## src/rtl/refsel_pkg.sv

```systemverilog
package refsel_pkg;
  localparam int NUM_SRC  = 4;
  localparam int SEL_W    = 2;
  localparam int DIV_W    = 2;
  localparam int DIV_MAXK = 3;
  localparam logic [SEL_W-1:0] XTAL_IDX = 2'd3;

  typedef logic [SEL_W-1:0] sel_t;

  // Divided crystal tap: code 0 passes the level, code k takes counter bit k-1.
  function automatic logic div_tap(input logic [DIV_W-1:0] code,
                                   input logic level,
                                   input logic [DIV_MAXK-1:0] cnt);
    logic r;
    if (code == '0) r = level;
    else            r = cnt[code - 1'b1];
    return r;
  endfunction

  // Enable lookup: the crystal port is always enabled.
  function automatic logic src_enabled(input logic [NUM_SRC-1:0] en,
                                       input sel_t sel);
    logic r;
    if (sel == XTAL_IDX) r = 1'b1;
    else                 r = en[sel];
    return r;
  endfunction
endpackage

```

## src/rtl/refsel_activity.sv

```systemverilog
module refsel_activity #(
  parameter int LOSS_W = 16
) (
  input  logic              clk,
  input  logic              rst_n,
  input  logic              ref_raw,
  input  logic [LOSS_W-1:0] loss_limit,
  output logic              level,
  output logic              rise,
  output logic              alive
);
  localparam logic [LOSS_W-1:0] CNT_MAX = '1;

  logic s1, s2, s3;
  logic [LOSS_W-1:0] gap_cnt, gap_next;

  always_ff @(posedge clk or negedge rst_n) begin
    if (!rst_n) begin
      s1 <= 1'b0;
      s2 <= 1'b0;
      s3 <= 1'b0;
    end else begin
      s1 <= ref_raw;
      s2 <= s1;
      s3 <= s2;
    end
  end

  assign level = s2;
  assign rise  = s2 & ~s3;

  always_comb begin
    if (rise)                 gap_next = '0;
    else if (gap_cnt == CNT_MAX) gap_next = CNT_MAX;
    else                      gap_next = gap_cnt + 1'b1;
  end

  always_ff @(posedge clk or negedge rst_n) begin
    if (!rst_n) begin
      gap_cnt <= CNT_MAX;
      alive   <= 1'b0;
    end else begin
      gap_cnt <= gap_next;
      alive   <= (gap_next < loss_limit);
    end
  end

  AST_EDGE_REVIVES: assert property (@(posedge clk) disable iff (!rst_n)
    (rise && loss_limit != '0) |=> alive);

  AST_DEAD_AT_LIMIT: assert property (@(posedge clk) disable iff (!rst_n)
    (gap_cnt >= loss_limit) |-> !alive);
endmodule

```

## src/rtl/refsel_prescale.sv

```systemverilog
module refsel_prescale
  import refsel_pkg::*;
(
  input  logic             clk,
  input  logic             rst_n,
  input  logic [DIV_W-1:0] code,
  input  logic             xt_level,
  input  logic             xt_rise,
  output logic             div_out
);
  logic [DIV_MAXK-1:0] edge_cnt, edge_next;

  assign edge_next = xt_rise ? edge_cnt + 1'b1 : edge_cnt;

  always_ff @(posedge clk or negedge rst_n) begin
    if (!rst_n) begin
      edge_cnt <= '0;
      div_out  <= 1'b0;
    end else begin
      edge_cnt <= edge_next;
      div_out  <= div_tap(code, xt_level, edge_next);
    end
  end

  AST_DIV_FOLLOWS_XTAL: assert property (@(posedge clk) disable iff (!rst_n)
    ($rose(div_out) && $stable(code)) |-> $past(xt_rise));
endmodule

```

## src/rtl/refsel_qualify.sv

```systemverilog
module refsel_qualify
  import refsel_pkg::*;
#(
  parameter int QUAL_CYCLES = 64
) (
  input  logic clk,
  input  logic rst_n,
  input  sel_t want_sel,
  input  logic src_valid,
  output sel_t sel_q,
  output logic squelch
);
  localparam int QW = $clog2(QUAL_CYCLES + 1);
  localparam logic [QW-1:0] QMAX = QW'(QUAL_CYCLES);

  logic [QW-1:0] qual_cnt;
  logic          sel_moved;

  assign sel_moved = (want_sel != sel_q);

  always_ff @(posedge clk or negedge rst_n) begin
    if (!rst_n) begin
      sel_q    <= '0;
      qual_cnt <= '0;
    end else begin
      sel_q <= want_sel;
      if (sel_moved || !src_valid) qual_cnt <= '0;
      else if (qual_cnt != QMAX)   qual_cnt <= qual_cnt + 1'b1;
    end
  end

  assign squelch = (qual_cnt != QMAX);

  AST_SWITCH_SQUELCH: assert property (@(posedge clk) disable iff (!rst_n)
    !$stable(sel_q) |-> squelch);

  AST_INVALID_SQUELCH: assert property (@(posedge clk) disable iff (!rst_n)
    !src_valid |=> squelch);
endmodule

```

## src/rtl/refsel_squelch.sv

```systemverilog
module refsel_squelch
  import refsel_pkg::*;
#(
  parameter int LOSS_W      = 16,
  parameter int QUAL_CYCLES = 64
) (
  input  logic              clk,
  input  logic              rst_n,
  input  logic [3:0]        ref_in,
  input  logic              fb_in,
  input  logic [1:0]        sel_pin,
  input  logic              cfg_reg_mode,
  input  logic [1:0]        cfg_sel,
  input  logic [3:0]        cfg_in_en,
  input  logic [1:0]        cfg_xtal_div,
  input  logic [LOSS_W-1:0] cfg_loss_limit,
  output logic              ref_out,
  output logic              squelch,
  output logic [1:0]        sel_active,
  output logic [3:0]        in_alive,
  output logic              fb_out
);
  logic [NUM_SRC-1:0] src_level, src_rise, src_feed;
  sel_t pin_s1, pin_s2, want_sel, sel_q;
  logic xt_div, src_valid, sq;

  genvar gi;
  generate
    for (gi = 0; gi < NUM_SRC; gi++) begin : g_mon
      refsel_activity #(.LOSS_W(LOSS_W)) u_act (
        .clk        (clk),
        .rst_n      (rst_n),
        .ref_raw    (ref_in[gi]),
        .loss_limit (cfg_loss_limit),
        .level      (src_level[gi]),
        .rise       (src_rise[gi]),
        .alive      (in_alive[gi])
      );
      if (gi == int'(XTAL_IDX)) begin : g_xt
        assign src_feed[gi] = xt_div;
      end else begin : g_gen
        assign src_feed[gi] = src_level[gi];
      end
    end
  endgenerate

  refsel_prescale u_pre (
    .clk      (clk),
    .rst_n    (rst_n),
    .code     (cfg_xtal_div),
    .xt_level (src_level[XTAL_IDX]),
    .xt_rise  (src_rise[XTAL_IDX]),
    .div_out  (xt_div)
  );

  always_ff @(posedge clk or negedge rst_n) begin
    if (!rst_n) begin
      pin_s1 <= '0;
      pin_s2 <= '0;
    end else begin
      pin_s1 <= sel_pin;
      pin_s2 <= pin_s1;
    end
  end

  assign want_sel  = cfg_reg_mode ? cfg_sel : pin_s2;
  assign src_valid = src_enabled(cfg_in_en, sel_q) & in_alive[sel_q];

  refsel_qualify #(.QUAL_CYCLES(QUAL_CYCLES)) u_qual (
    .clk       (clk),
    .rst_n     (rst_n),
    .want_sel  (want_sel),
    .src_valid (src_valid),
    .sel_q     (sel_q),
    .squelch   (sq)
  );

  always_ff @(posedge clk or negedge rst_n) begin
    if (!rst_n) ref_out <= 1'b0;
    else        ref_out <= ~sq & src_feed[sel_q];
  end

  assign squelch    = sq;
  assign sel_active = sel_q;
  assign fb_out     = fb_in & cfg_in_en[3];

  AST_MUTED_OUTPUT: assert property (@(posedge clk) disable iff (!rst_n)
    $past(sq) |-> !ref_out);

  AST_REG_MODE_ROUTE: assert property (@(posedge clk) disable iff (!rst_n)
    $past(cfg_reg_mode) |-> (sel_q == $past(cfg_sel)));

  AST_FB_GATE: assert property (@(posedge clk) disable iff (!rst_n)
    !cfg_in_en[3] |-> !fb_out);
endmodule

```

## config.mk

```make
export PLATFORM = sky130hd
export DESIGN_NAME = refsel_squelch
export DESIGN_NICKNAME = d
export VERILOG_FILES = /design/src/rtl/refsel_pkg.sv /design/src/rtl/refsel_activity.sv /design/src/rtl/refsel_prescale.sv /design/src/rtl/refsel_qualify.sv /design/src/rtl/refsel_squelch.sv
export SDC_FILE = /design/constraint.sdc
export NUM_CORES = 1
export LEC_CHECK = 0
export BUFFER_PORTS_ARGS = -buffer_cell sky130_fd_sc_hd__clkbuf_2
export CORE_ASPECT_RATIO = 0.5
export CORE_MARGIN = 5
export CORE_UTILIZATION = 30
export DETAILED_ROUTE_END_ITERATION = 8
export PLACE_DENSITY = 0.59
export SYNTH_ARGS = -nofsm -noshare
export SYNTH_HDL_FRONTEND = slang
export SYNTH_HIERARCHICAL = 1
export SYNTH_SLANG_ARGS = --single-unit
```

## constraint.sdc

```tcl
create_clock -name clk -period 2.6 [get_ports clk]
set_input_delay 0.52 -clock clk [delete_from_list [all_inputs] [get_ports clk]]
set_output_delay 0.52 -clock clk [all_outputs]
set_load 0.03 [all_outputs]
```

==> results.ini <==
[synthesis]
yosys.area.top_type_share_pct = 27.3
syn_area_um2 = 6160
synthAdderAreaFrac_pct = 13.8
synth-simple-area-share_pct = 17.2
yosys_warnings = 6
syn_area_per_cell_um2 = 9.95
syn_inst = 619
synth_xor_xnor_area_share_pct = 4.25
yosysTopAreaCell = dfstp_2
synth-seq-area-share_pct = 41.1
synthTopCellsByArea = dfstp_2, dfrtp_1, ha_1
syn_nets = 721
muxShareOfSynthArea_pct = 1.46
synth_compound_area_share_pct = 16.3
ys_ff_latch = 98
synth_top_family_by_area = simple AND/OR/NAND/NOR gates
ys_types = 56

[timing]
fin_crit_sh_pct = 108
timing.hold.ws_ps = 135
finalClockSkew_ps = 4.42
setup-tns-final_ps = -473
worst-slew-pin-transition_ps = 619
fmax_mhz = 358
fin_crit_ps = 2800
postLayoutSetupSlackWorst_ps = -196
slew_headroom_pct = 58.7
setup_violations = 4
report.final.slew_viol_count = 0
hold_violations = 0
rsz0062_at_grt = true

[global_route]
grt_pass1_vias = 5349
grt_remaining_overflow = 0
grt_usage_pct = 13.7
grt_first_pass_wirelength_um = 26200
grt_max_degree = 61
antenna_found_initial = 0

[drt]
drt-initial-drc-count = 252
drc = 0
via_per_inst = 5.00
routedWlPerCell_um = 15.2
firstDrtPassIters = 5
drt_wl_total_um = 16000
drtAntennaViolNets = 0
num_vias = 5253

[setup_path]
cp_max_fo = 7
worstPathArrival_ps = 3030
end_kind = register
start_kind = register
critical_path_class = reg2reg
cp_data_required_time_ps = 2840

[finish]
diodes = 0
final_common_cell = buf_4
fin_util_pct = 40.5
synthToLayoutAreaGrowth_pct = 34.0
nets = 875
drive_above_1_share_pct = 41.9
most-common-layout-cells = buf_4, inv_1, a21oi_1, dfstp_2, ha_1
num-fill-cells = 1971

[placement]
hpwl_um = 11900
port_buffers = 42
place.gp.congestion = 0.866
dp_slack_ps = -172

[power_and_ir_drop]
powerDensity_nw_per_um2 = 503
total_power_uw = 4150
p_leak_uw = 0.00364
vdd_drop_max_uv = 301

[clocking]
cts-root-buf = clkbuf_16
cts_tree = built
clk_path_buf_depth = 2
clock-sinks = 98
htree_num_levels = 3
clkLatencyLatePin_ps = 350
numCtsBuffers = 9
clk_pin_slew_worst_paths_ps = 70

[floorplanning]
die_area_um2 = 23700
row_count = 37
start_util_pct = 30.2
pin_count = 43
core_area_um2 = 20400
fp.dieH_um = 111
chipWidth_um = 213

[run_status]
violations = negative setup slack
status = finished with violations

[worst_hold_path]
min_path_type = in2async

[run]
drv_cap = 0

area by class of cell:
type | count | area [um^2] | area share, %
clock buffers | 9 | 225 | 2.73
clock inverters | 7 | 91.3 | 1.11
inverters | 76 | 285 | 3.46
multi-input cells | 432 | 3650 | 44.3
flip-flops and latches | 98 | 2530 | 30.7
well taps | 273 | 342 | 4.14
repair buffers | 156 | 1120 | 13.6
cell usage after synthesis, drive strengths merged:
| cell | number |
|---|---|
| a41o | 3 |
| clkbuf | 5 |
| nor2b | 6 |
| a41oi | 4 |
| and2 | 4 |
| mux4 | 2 |
| a21boi | 4 |
| a211oi | 12 |
| o21bai | 3 |
| a31oi | 14 |
| and4 | 2 |
| o211ai | 2 |
| a21oi | 77 |
| and4b | 8 |
| dfrtp | 34 |
| and2b | 1 |
| nand4bb | 1 |
| a311oi | 7 |
| and3 | 9 |
| a21o | 4 |
| o221ai | 4 |
| buf | 8 |
| inv | 76 |
| mux2 | 4 |
| xor2 | 7 |
| nor4 | 5 |
| nand3 | 24 |
| dfstp | 64 |
| xnor2 | 22 |
| o21ai | 9 |
| a31o | 4 |
| ha | 68 |
| or4 | 4 |
| o21a | 3 |
| nand4 | 26 |
| o211a | 4 |
| or2 | 4 |
| nand2b | 2 |
| o2111ai | 4 |
| or3 | 4 |
| nor3 | 25 |
| nand2 | 21 |
| nor2 | 25 |
registers in the layout, summed over array words and instances (netlist names):
name	flops
g_mon.u_act/gap_cnt	64
u_qual/qual_cnt	7
g_mon.u_act/alive	4
g_mon.u_act/level	4
g_mon.u_act/s1	4
g_mon.u_act/s3	4
u_pre/edge_cnt	3
pin_s1	2
pin_s2	2
u_qual/sel_q	2
ref_out	1
u_pre/div_out	1
final timing paths:
| path | start | end | slack, ps | depth (start not counted) |
|---|---|---|---|---|
| max | g_mon[3].u_act/gap_cnt[0] | g_mon[3].u_act/alive | -200 | 10 |
| max in group asynchronous | rst_n | g_mon[2].u_act/gap_cnt[13] | 1730 | 2 |
| min reg2reg | g_mon[1].u_act/s1 | g_mon[1].u_act/level | 350 | 0 |
| max reg2reg | g_mon[3].u_act/gap_cnt[0] | g_mon[3].u_act/alive | -200 | 10 |
| min | rst_n | g_mon[1].u_act/alive | 140 | 1 |
| min in group clk | sel_pin[1] | pin_s1[1] | 270 | 1 |
timing repair:
item,in CTS,in global routing
gates resized for setup,23,37
setup buffers,2,3
pin swaps,6,15
hold buffers,0,0
endpoints found under the setup margin,4,4
per-layer routing:
| metal | vias to the layer above | global-route usage, % | part of all wire, % |
|---|---|---|---|
| met5 | - | 0 | 0 |
| met4 | 0 | 5.33 | 2.6 |
| met3 | 27 | 2.52 | 2.4 |
| met2 | 68 | 22.7 | 48 |
| met1 | 2585 | 17.8 | 47 |
| li1 | 2573 | - | - |
where the power goes:
part	switching, uW	total, uW	internal, uW
logic	437	845	408
registers	136	1860	1720
clock network	605	1450	842
total	1180	4150	2970
metrics by stage:
stage	instance area [um^2]	instances
detailed placement	7570	1031
finish	8250	1051
global placement	7570	1031
floorplan	6240	619
CTS	8040	1049
global route	8250	1051
kinds of logic (layout without fill, tap and decap cells):
| kind of cell | Yosys count | in the layout |
|---|---|---|
| fa+ha+maj | 68 | 68 |
| xor+xnor | 29 | 29 |
| flops | 98 | 98 |
| mux | 6 | 6 |
| buf+inv | 89 | 248 |
| compound gates | 158 | 158 |
| simple gates | 171 | 171 |
critical path, cell delays in order, from the launching register on:
cell       delay, ps
dfstp_2          550
buf_4            110
nand4_1          160
nor2_4           260
a41oi_1          210
a311oi_4         350
ha_1             190
nand4_1          220
nor3_2           260
o2111ai_2        120
o211a_1          240
No activity file was read; power rests on OpenSTA's default activity.
